## src/rtl/flp_pkg.sv

```systemverilog
package flp_pkg;
  localparam int FLP_POSITIONS = 33;
  localparam int FLP_BITS      = 16;
  typedef logic [FLP_BITS-1:0] flp_word_t;
endpackage

```

## src/rtl/flp_interval.sv

```systemverilog
// Free-running start-to-start interval counter; idles at zero while disabled.
module flp_interval #(
  parameter int PERIOD_CYC = 2000000,
  localparam int PW = $clog2(PERIOD_CYC + 1)
) (
  input  logic clk,
  input  logic rst_n,
  input  logic en,
  output logic at_zero
);
  logic [PW-1:0] cnt_q, cnt_d;

  always_comb begin
    if (!en)                              cnt_d = '0;
    else if (cnt_q == PW'(PERIOD_CYC - 1)) cnt_d = '0;
    else                                  cnt_d = cnt_q + PW'(1);
  end

  always_ff @(posedge clk or negedge rst_n) begin
    if (!rst_n) cnt_q <= '0;
    else        cnt_q <= cnt_d;
  end

  assign at_zero = (cnt_q == '0);
endmodule

```

## src/rtl/flp_slot_seq.sv

```systemverilog
// Walks the burst positions: cycle-in-slot counter, position counter, done strobe.
module flp_slot_seq #(
  parameter int SLOT_CYC = 7812,
  parameter int NPOS     = 33,
  localparam int CW = $clog2(SLOT_CYC + 1),
  localparam int PW = $clog2(NPOS + 1)
) (
  input  logic          clk,
  input  logic          rst_n,
  input  logic          en,
  input  logic          start,
  output logic          active,
  output logic [CW-1:0] cyc,
  output logic [PW-1:0] pos,
  output logic          done
);
  logic          act_d, done_d;
  logic [CW-1:0] cyc_d;
  logic [PW-1:0] pos_d;

  always_comb begin
    act_d  = active;
    cyc_d  = cyc;
    pos_d  = pos;
    done_d = 1'b0;
    if (!en) begin
      act_d = 1'b0;
      cyc_d = '0;
      pos_d = '0;
    end else if (start) begin
      act_d = 1'b1;
      cyc_d = '0;
      pos_d = '0;
    end else if (active) begin
      if (cyc == CW'(SLOT_CYC - 1)) begin
        cyc_d = '0;
        if (pos == PW'(NPOS - 1)) begin
          act_d  = 1'b0;
          pos_d  = '0;
          done_d = 1'b1;
        end else begin
          pos_d = pos + PW'(1);
        end
      end else begin
        cyc_d = cyc + CW'(1);
      end
    end
  end

  always_ff @(posedge clk or negedge rst_n) begin
    if (!rst_n) begin
      active <= 1'b0;
      cyc    <= '0;
      pos    <= '0;
      done   <= 1'b0;
    end else begin
      active <= act_d;
      cyc    <= cyc_d;
      pos    <= pos_d;
      done   <= done_d;
    end
  end
endmodule

```

## src/rtl/flp_pulse_map.sv

```systemverilog
// Builds the per-position presence pattern and gates it with the pulse window.
module flp_pulse_map #(
  parameter int NPOS      = 33,
  parameter int WBITS     = 16,
  parameter int PULSE_CYC = 12,
  parameter int CW        = 13,
  parameter int PW        = 6
) (
  input  logic             active,
  input  logic [CW-1:0]    cyc,
  input  logic [PW-1:0]    pos,
  input  logic [WBITS-1:0] word,
  output logic             pulse
);
  logic [NPOS-1:0] present;

  for (genvar i = 0; i < NPOS; i++) begin : g_pos
    if (i % 2 == 0) begin : g_clk
      assign present[i] = 1'b1;
    end else begin : g_dat
      assign present[i] = word[i / 2];
    end
  end

  assign pulse = active && (cyc < CW'(PULSE_CYC)) && present[pos];
endmodule

```

## src/rtl/flp_burst_gen.sv

```systemverilog
module flp_burst_gen #(
  parameter int CLK_KHZ    = 125000,
  parameter int SLOT_CYC   = (CLK_KHZ * 125) / 2000,
  parameter int PULSE_CYC  = CLK_KHZ / 10000,
  parameter int PERIOD_CYC = CLK_KHZ * 16
) (
  input  logic        clk,
  input  logic        rst_n,
  input  logic        en,
  input  logic [15:0] code_word,
  output logic        flp_pulse,
  output logic        burst_done
);
  import flp_pkg::*;

  localparam int CW = $clog2(SLOT_CYC + 1);
  localparam int PW = $clog2(FLP_POSITIONS + 1);

  logic          rst_meta_n, rst_sync_n;
  logic          per_zero, start, active;
  logic [CW-1:0] cyc;
  logic [PW-1:0] pos;
  flp_word_t     word_q;

  always_ff @(posedge clk or negedge rst_n) begin
    if (!rst_n) begin
      rst_meta_n <= 1'b0;
      rst_sync_n <= 1'b0;
    end else begin
      rst_meta_n <= 1'b1;
      rst_sync_n <= rst_meta_n;
    end
  end

  assign start = en && per_zero && !active;

  always_ff @(posedge clk or negedge rst_sync_n) begin
    if (!rst_sync_n)  word_q <= '0;
    else if (start)   word_q <= code_word;
  end

  flp_interval #(.PERIOD_CYC(PERIOD_CYC)) u_interval (
    .clk(clk), .rst_n(rst_sync_n), .en(en), .at_zero(per_zero)
  );

  flp_slot_seq #(.SLOT_CYC(SLOT_CYC), .NPOS(FLP_POSITIONS)) u_seq (
    .clk(clk), .rst_n(rst_sync_n), .en(en), .start(start),
    .active(active), .cyc(cyc), .pos(pos), .done(burst_done)
  );

  flp_pulse_map #(
    .NPOS(FLP_POSITIONS), .WBITS(FLP_BITS), .PULSE_CYC(PULSE_CYC), .CW(CW), .PW(PW)
  ) u_map (
    .active(active), .cyc(cyc), .pos(pos), .word(word_q), .pulse(flp_pulse)
  );
endmodule

```

## config.mk

```make
export PLATFORM = sky130hd
export DESIGN_NAME = flp_burst_gen
export DESIGN_NICKNAME = d
export VERILOG_FILES = /design/src/rtl/flp_pkg.sv /design/src/rtl/flp_interval.sv /design/src/rtl/flp_slot_seq.sv /design/src/rtl/flp_pulse_map.sv /design/src/rtl/flp_burst_gen.sv
export SDC_FILE = /design/constraint.sdc
export NUM_CORES = 1
export LEC_CHECK = 0
export BUFFER_PORTS_ARGS = -buffer_cell sky130_fd_sc_hd__buf_4
export CAP_MARGIN = 20
export CORE_MARGIN = 10
export CORE_UTILIZATION = 41
export CTS_CLUSTER_SIZE = 14
export DETAILED_ROUTE_END_ITERATION = 12
export GPL_TIMING_DRIVEN = 0
export PLACE_DENSITY = 0.58
export RECOVER_POWER = 50
export SYNTH_ARGS = -nofsm -noshare
export SYNTH_HDL_FRONTEND = slang
export SYNTH_SLANG_ARGS = --single-unit
```

## constraint.sdc

```tcl
create_clock -name clk -period 2.2 [get_ports clk]
set_input_delay 0.44 -clock clk [delete_from_list [all_inputs] [get_ports clk]]
set_output_delay 0.44 -clock clk [all_outputs]
set_load 0.03 [all_outputs]
```

==> impl_metrics.json, run 1 <==
{
  "cpPeakStageDelay_ps": 370,
  "first_pass_iters": 4,
  "yosysTopAreaCellShare_pct": 49.1,
  "setup_slack_ps": -241,
  "critPathLaunchType": "flop",
  "drive_gt1_share_pct": 28.0,
  "p_per_area_mw_per_mm2": 749,
  "synth_flop_cell": "dfrtp_1",
  "grt_use_total_pct": 11.9,
  "yosysMostFrequentCell": "dfrtp_1",
  "worstMarginPinSlew_ps": 950,
  "wl_um": 6390,
  "ys_warn_count": 0,
  "grt_first_pass_wirelength_um": 11100,
  "rr_endpoint": "word_q[14]$_DFFE_PN0P_",
  "skew_ps": 10.4,
  "clockBufferDepth": 2,
  "antenna_found_initial": 0,
  "drt_iter0_markers": 80,
  "use_met1_pct": 14.0,
  "numClockSinks": 60,
  "fmax_mhz": 410,
  "yosysTopAreaCell": "dfrtp_1",
  "drc": 0,
  "post-route-period-util_pct": 111,
  "num_vias": 2289,
  "synth_edf_count": 0,
  "ys_ff_latch": 60,
  "avgSynthCellArea_um2": 10.7,
  "drt-wirelength-per-cell_um": 14.9,
  "die_w_um": 106,
  "worstPathBufferInverterCount": 2,
  "fin_cells": 428,
  "place_worst_setup_slack_ps": -67.5,
  "std_cell_rows": 31,
  "r2r_start": "u_interval.cnt_q[0]$_DFF_PN0_",
  "grt_overflow_total": 0,
  "syn-num-nets": 309,
  "avgViaCountPerCell": 5.35,
  "cp.arrival_ps": 2000,
  "crit_slowest_cell": "dfrtp_1",
  "fp.coreArea_mm2": 0.00725,
  "vdd_drop_max_v": 0.000395,
  "hold_class": "flop to asynchronous set/reset pin",
  "cts_buffers": 9,
  "crit_chain": "buf_6 > mux4_2 > mux2i_1 > a32o_2 > a221oi_2 > buf_4",
  "met2_usage_pct": 19.6,
  "cp_max_fo": 9,
  "end_kind": "primary output",
  "synthArstFlopShare_pct": 100,
  "dp_hpwl_um": 4480,
  "cp_top_family": "compound AO/OA/AOI/OAI gates",
  "critical_path_class": "flop to primary output",
  "yosysSeqAreaShare_pct": 49.1,
  "clk_pin_slew_ps": 70,
  "clock_latency_ps": 340,
  "io_buffers": 20,
  "fin_crit_ps": 2440,
  "p_leak_nw": 1.61,
  "maxSlewHeadroom_pct": 36.7,
  "synth.area.top_cells": "dfrtp_1 49%, mux2_2 6.3%, nor2_1 3.9%",
  "finalPower_mw": 2.76,
  "pin_count": 21,
  "reg2reg_setup_slack_ps": 80,
  "violations": "negative setup slack",
  "critical_path_required_ps": 1760,
  "htreeDepth": 3,
  "reg2reg_depth": 8,
  "tns_ps": -241,
  "area_growth_pct": 20.8,
  "antenna_cells": 0,
  "finalHoldViolCount": 0,
  "yosys-top-cells-count": "60 x dfrtp_1, 32 x nor2_1, 19 x nand2_1",
  "die_y_um": 106,
  "met3_usage_pct": 4.23,
  "n_fill_cell": 682,
  "dieArea_mm2": 0.0113,
  "cts_tree": "built",
  "clockRootBuffer": "clkbuf_8",
  "first_global_vias": 2395,
  "ant_nets": 0,
  "syn_area_mm2": 0.00306,
  "setup_violations": 1,
  "grt_max_degree": 40,
  "ys_types": 44,
  "dp.cells": 405,
  "routabilityCongestion": 0.784,
  "status": "finished, violations left",
  "netlist_instances": 285,
  "slew_violations": 0,
  "rsz0062_at_grt": "yes",
  "start_util_pct": 42.1,
  "max_cap_viol_count": 0,
  "grt.busiest_layer": "met2",
  "fin_nets": 348
}
[how the worst max path moves through the flow]
stage | start | cells past startpoint | slack [ps] | end
5_1_grt | u_seq.pos[2]$_DFFE_PN0P_ | 6 | -360 | flp_pulse
2_1_floorplan | u_seq.pos[2]$_DFFE_PN0P_ | 5 | 50 | flp_pulse
6_report | u_seq.pos[2]$_DFFE_PN0P_ | 6 | -240 | flp_pulse
4_1_cts | u_seq.pos[2]$_DFFE_PN0P_ | 6 | -270 | flp_pulse
3_5_place_dp | u_interval.cnt_q[0]$_DFF_PN0_ | 8 | -70 | word_q[14]$_DFFE_PN0P_
3_3_place_gp | rst_sync_n$_DFF_PN0_ | 0 | -340 | word_q[5]$_DFFE_PN0P_
[stage by stage]
stage | util [%] | cell area (um2) | hold slack [ps]
2_1_floorplan | - | 3060 | 144
3_3_place_gp | 46.0 | 3340 | 223
5_1_grt | 50.9 | 3690 | 319
3_5_place_dp | 46.3 | 3360 | 225
6_report | 50.9 | 3690 | 328
4_1_cts | 49.9 | 3620 | 245
[layout by cell type, fill, tap and decap left out, types with 3 or more instances in the layout]
| cell | Yosys | layout |
|---|---|---|
| nor4_1 | 6 | 5 |
| o211ai_1 | 3 | 3 |
| nor3_1 | 3 | 3 |
| nand4_1 | 11 | 11 |
| mux2_2 | 17 | 17 |
| nand3_1 | 16 | 16 |
| o21ai_0 | 9 | 9 |
| xnor2_1 | 12 | 12 |
| clkbuf_8 | 0 | 12 |
| inv_1 | 10 | 10 |
| or3_1 | 8 | 8 |
| dfrtp_1 | 60 | 57 |
| nand2_1 | 19 | 18 |
| ha_1 | 5 | 4 |
| xor2_1 | 12 | 12 |
| dfrtp_2 | 0 | 3 |
| buf_4 | 1 | 28 |
| mux4_2 | 4 | 4 |
| a21oi_1 | 10 | 10 |
| buf_6 | 4 | 4 |
| or4_4 | 1 | 3 |
| nor2_1 | 32 | 32 |
| and4_1 | 4 | 4 |
| and3_1 | 9 | 8 |
[per-layer routing]
| layer | wire length, um | vias to the layer above | share of wire, % |
|---|---|---|---|
| met1 | 2780 | 1118 | 43 |
| met4 | 131 | 0 | 2.1 |
| met3 | 289 | 11 | 4.5 |
| met5 | 0 | - | 0 |
| met2 | 3190 | 46 | 50 |
| li1 | - | 1114 | - |
[timing repair]
| action | CTS | global route |
|---|---|---|
| pin swaps | 1 | 5 |
| buffers inserted | 0 | 9 |
| hold buffers | 1 | 0 |
| gates resized for setup | 6 | 12 |
| endpoints found under the hold margin | 2 | 0 |
| cloned | 0 | 0 |
| setup endpoints to repair | 16 | 23 |
[logic make-up after synthesis]
logic type      share of synthesized area, %
mux                                     9.54
compound gates                          7.00
fa+ha+maj                               2.05
other cells                            0.123
xor+xnor                                6.88
simple gates                            21.7
buf+inv                                 3.52
flops                                   49.1
[final cells by class]
| class | instances | area [um2] | share of cell area (%) |
|---|---|---|---|
| inverter | 10 | 37.5 | 1.02 |
| buffer | 6 | 65.1 | 1.76 |
| sequential | 60 | 1510 | 40.8 |
| tap | 99 | 124 | 3.36 |
| timing repair buffer | 31 | 229 | 6.20 |
| multi-input combinational | 206 | 1500 | 40.5 |
| clock buffer | 12 | 165 | 4.47 |
| clock inverter | 4 | 70.1 | 1.90 |
[where the power goes]
group / internal [mW] / switching [mW] / leakage, nW / total (mW)
registers: 1.21 / 0.0643 / 0.789 / 1.27
logic: 0.196 / 0.137 / 0.694 / 0.334
clock network: 0.727 / 0.432 / 0.122 / 1.16
[registers in the layout, summed over array words and instances (netlist names)]
signal and flops:
u_seq.done 1, u_seq.active 1, u_seq.cyc 13, u_seq.pos 6, rst_meta_n 1, rst_sync_n 1, u_interval.cnt_q 21, word_q 16
[worst register-to-register path, cell delays in order, from the launching register on]
cell and delay, ps:
dfrtp_2 430, inv_1 60, ha_1 130, nor4b_2 270, and3_4 270, and4_1 200, buf_6 140, buf_8 150
mux2_2 340
(Power assumes the default switching activity.)
==> run 2: changes to the inputs <==
--- a/config.mk
+++ b/config.mk
@@ -18,2 +18,3 @@
 export SYNTH_HDL_FRONTEND = slang
+export SYNTH_HIERARCHICAL = 1
 export SYNTH_SLANG_ARGS = --single-unit
--- a/constraint.sdc
+++ b/constraint.sdc
@@ -3,2 +3,2 @@
 set_output_delay 0.44 -clock clk [all_outputs]
-set_load 0.03 [all_outputs]
+set_load 0.005 [all_outputs]
==> run 2 against run 1 <==
Effect of this change: the flow still finishes with violations (negative setup slack); via count increased by 6.6%; non-clock buffer count is 13 higher; power up 4.1%; synthesized cell count is 2.1% higher; hold slack better by 1.9 ps; combinational power is 49% higher; sequential share of layout area decreased by 3.5 points; critical endpoint is now u_seq/cyc[7]$_DFFE_PN0P_.
==> impl_metrics.json, run 2 <==
{
  "status": "finished, violations left",
  "violations": "negative setup slack",
  "vdd_drop_max_v": 0.000290,
  "numClockSinks": 60,
  "p_leak_nw": 1.79,
  "cp.arrival_ps": 2580,
  "cp_max_fo": 4,
  "synth_flop_cell": "dfrtp_1",
  "crit_slowest_cell": "dfrtp_1",
  "met3_usage_pct": 4.49,
  "start_util_pct": 42.7,
  "yosysSeqAreaShare_pct": 47.7,
  "final_common_cell": "dfrtp_1",
  "io_buffers": 20,
  "power.internal_mw": 2.17,
  "largestRegisters": "u_interval/cnt_q: 21 flops, word_q: 16 flops, u_seq/cyc: 13 flops",
  "syn_area_mm2": 0.00315,
  "fin_util_pct": 54.8,
  "std_cell_rows": 31,
  "hold_class": "primary input to flop",
  "clockBufferDepth": 2,
  "drt_iter0_markers": 100,
  "finalHoldViolCount": 0,
  "pin_count": 21,
  "drc": 0,
  "fin_nets": 369,
  "setup_slack_ps": -120,
  "ys_types": 51,
  "switching_share_pct": 24.6,
  "die_w_um": 108,
  "avgSynthCellArea_um2": 10.8,
  "netlist_instances": 291,
  "critPathLaunchType": "flop",
  "multiInputGateArea_mm2": 0.00169,
  "area_growth_pct": 28.1,
  "critical_path_class": "flop to flop",
  "worstMarginPinSlew_ps": 989,
  "crit_chain": "nor4_4 > nand4_1 > nor4_4 > nand3b_4 > inv_8 > nor3b_4 > or3_4 > or3_1 > a21oi_1",
  "first_pass_iters": 4,
  "synthArstFlopShare_pct": 100,
  "p_clk_share_pct": 38.1,
  "p_per_area_mw_per_mm2": 713,
  "antenna_cells": 0,
  "antenna_found_initial": 0,
  "yosysTopAreaCell": "dfrtp_1",
  "avgViaCountPerCell": 5.43,
  "n_fill_cell": 665,
  "grt.busiest_layer": "met2",
  "fin_crit_ps": 2320,
  "largest-register": "u_interval/cnt_q",
  "yosysTopAreaCellShare_pct": 47.7,
  "ant_nets": 0,
  "critical_path_required_ps": 2460,
  "fmax_mhz": 431,
  "rsz0062_at_grt": "yes",
  "wl_um": 7020,
  "synth_edf_count": 0,
  "ys_warn_count": 6,
  "largest_register_ffs": 21,
  "met2_usage_pct": 19.0,
  "die_y_um": 108,
  "grt_max_degree": 40,
  "drive_gt1_share_pct": 33.4,
  "first_global_vias": 2475,
  "cts_tree": "built",
  "post-route-period-util_pct": 105,
  "num_vias": 2439,
  "maxSlewHeadroom_pct": 34.1,
  "skew_ps": 8.91,
  "finalPower_mw": 2.88,
  "dieArea_mm2": 0.0116,
  "end_kind": "flop",
  "combinationalPowerShare_pct": 17.3,
  "cpMostUsedCell": "nor4_4",
  "fp.coreArea_mm2": 0.00737,
  "place_worst_setup_slack_ps": -515,
  "yosys-top-cells-count": "60 x dfrtp_1, 31 x nor2_1, 20 x nand2_1",
  "setup_violations": 5,
  "slew_violations": 0,
  "max_cap_viol_count": 0,
  "htreeDepth": 3,
  "clk_pin_slew_ps": 70,
  "reg2reg_setup_slack_ps": -120,
  "p_seq_share_pct": 44.6,
  "clock_latency_ps": 330,
  "cpPeakStageDelay_ps": 430,
  "clockRootBuffer": "clkbuf_8",
  "seq_area_mm2": 0.00151,
  "grt_use_total_pct": 13.0,
  "cts_buffers": 9,
  "use_met1_pct": 17.2,
  "grt_first_pass_wirelength_um": 12200,
  "dp_hpwl_um": 4570,
  "ys_ff_latch": 60,
  "mostFrequentLayoutCells": "57 x dfrtp_1, 34 x buf_4, 25 x nor2_1",
  "routabilityCongestion": 0.767,
  "synth.area.top_cells": "dfrtp_1 48%, mux2_4 4.3%, nor2_1 3.7%",
  "yosysMostFrequentCell": "dfrtp_1",
  "syn-num-nets": 315,
  "drt-wirelength-per-cell_um": 15.6,
  "p_switching_mw": 0.709,
  "grt_overflow_total": 0
}
-- run 2: cell type report --
type / instances / share of cell area [%]
buffer: 6 / 1.61
inverter: 9 / 1.02
tap: 99 / 3.07
timing repair buffer: 44 / 9.61
multi-input combinational: 215 / 42.0
clock buffer: 12 / 3.60
sequential: 60 / 37.3
clock inverter: 4 / 1.80
-- run 2: path summary, 6_finish.rpt --
path | cells past startpoint | start | end
max | 9 | u_interval/cnt_q[7]$_DFF_PN0_ | u_seq/cyc[7]$_DFFE_PN0P_
min | 2 | code_word[4] | word_q[4]$_DFFE_PN0P_
max reg2reg | 9 | u_interval/cnt_q[7]$_DFF_PN0_ | u_seq/cyc[7]$_DFFE_PN0P_
min reg2reg | 0 | rst_sync_n$_DFF_PN0_ | u_seq/cyc[0]$_DFFE_PN0P_
max in group asynchronous | 1 | rst_sync_n$_DFF_PN0_ | u_seq/pos[2]$_DFFE_PN0P_
min in group asynchronous | 0 | rst_sync_n$_DFF_PN0_ | u_seq/cyc[0]$_DFFE_PN0P_
-- run 2: power by group through the flow --
stage | clock, mW | combinational [mW] | sequential [mW]
3_5_place_dp | 0 | 0.407 | 1.30
6_report | 1.10 | 0.498 | 1.28
2_1_floorplan | 0 | 0.305 | 1.29
5_1_grt | 1.18 | 0.542 | 1.30
3_3_place_gp | 0 | 0.383 | 1.32
4_1_cts | 1.14 | 0.492 | 1.28
-- run 2: kinds of logic (layout without fill, tap and decap cells) --
family	after synthesis	in the layout	synth area share, %
AND/OR/NAND/NOR	128	128	23.1
flip-flops	60	60	47.7
AO/OA/AOI/OAI	36	36	7.99
multiplexers	25	25	10.5
XOR/XNOR	20	20	5.56
buffers and inverters	16	75	3.06
adder cells (fa/ha/maj)	5	5	1.99
other	1	1	0.119
-- run 2: worst max-delay path, delay by kind of cell, from the launching register on --
family	cells	cell delay [ps]
flip-flops	1	430
buffers and inverters	1	80
AND/OR/NAND/NOR	7	1600
AO/OA/AOI/OAI	1	140
-- run 2: routing by layer --
layer  part of all wire, %  routed length, um  vias up
met3                   5.3                372        8
met4                   1.0                 70        0
met2                    47               3290       56
met5                     0                  0        -
li1                      -                  -     1156
met1                    47               3290     1219
-- run 2: stage by stage --
step | TNS [ps] | instance area, um2 | hold slack [ps] | instances
floorplan | -960 | 3200 | 144 | 291
global placement | -29910 | 3480 | 223 | 410
detailed placement | -6720 | 3500 | 223 | 411
CTS | -1510 | 4010 | 239 | 447
global route | -3120 | 4040 | 307 | 449
finish | -311 | 4040 | 329 | 449
-- run 2: timing repair --
item                       CTS  global route
hold endpoints to repair     2             0
gates cloned                 1             0
hold buffers                 1             0
pin swaps                    9             7
setup endpoints to repair   20            30
gates resized for setup     22            13
setup buffers               18             5
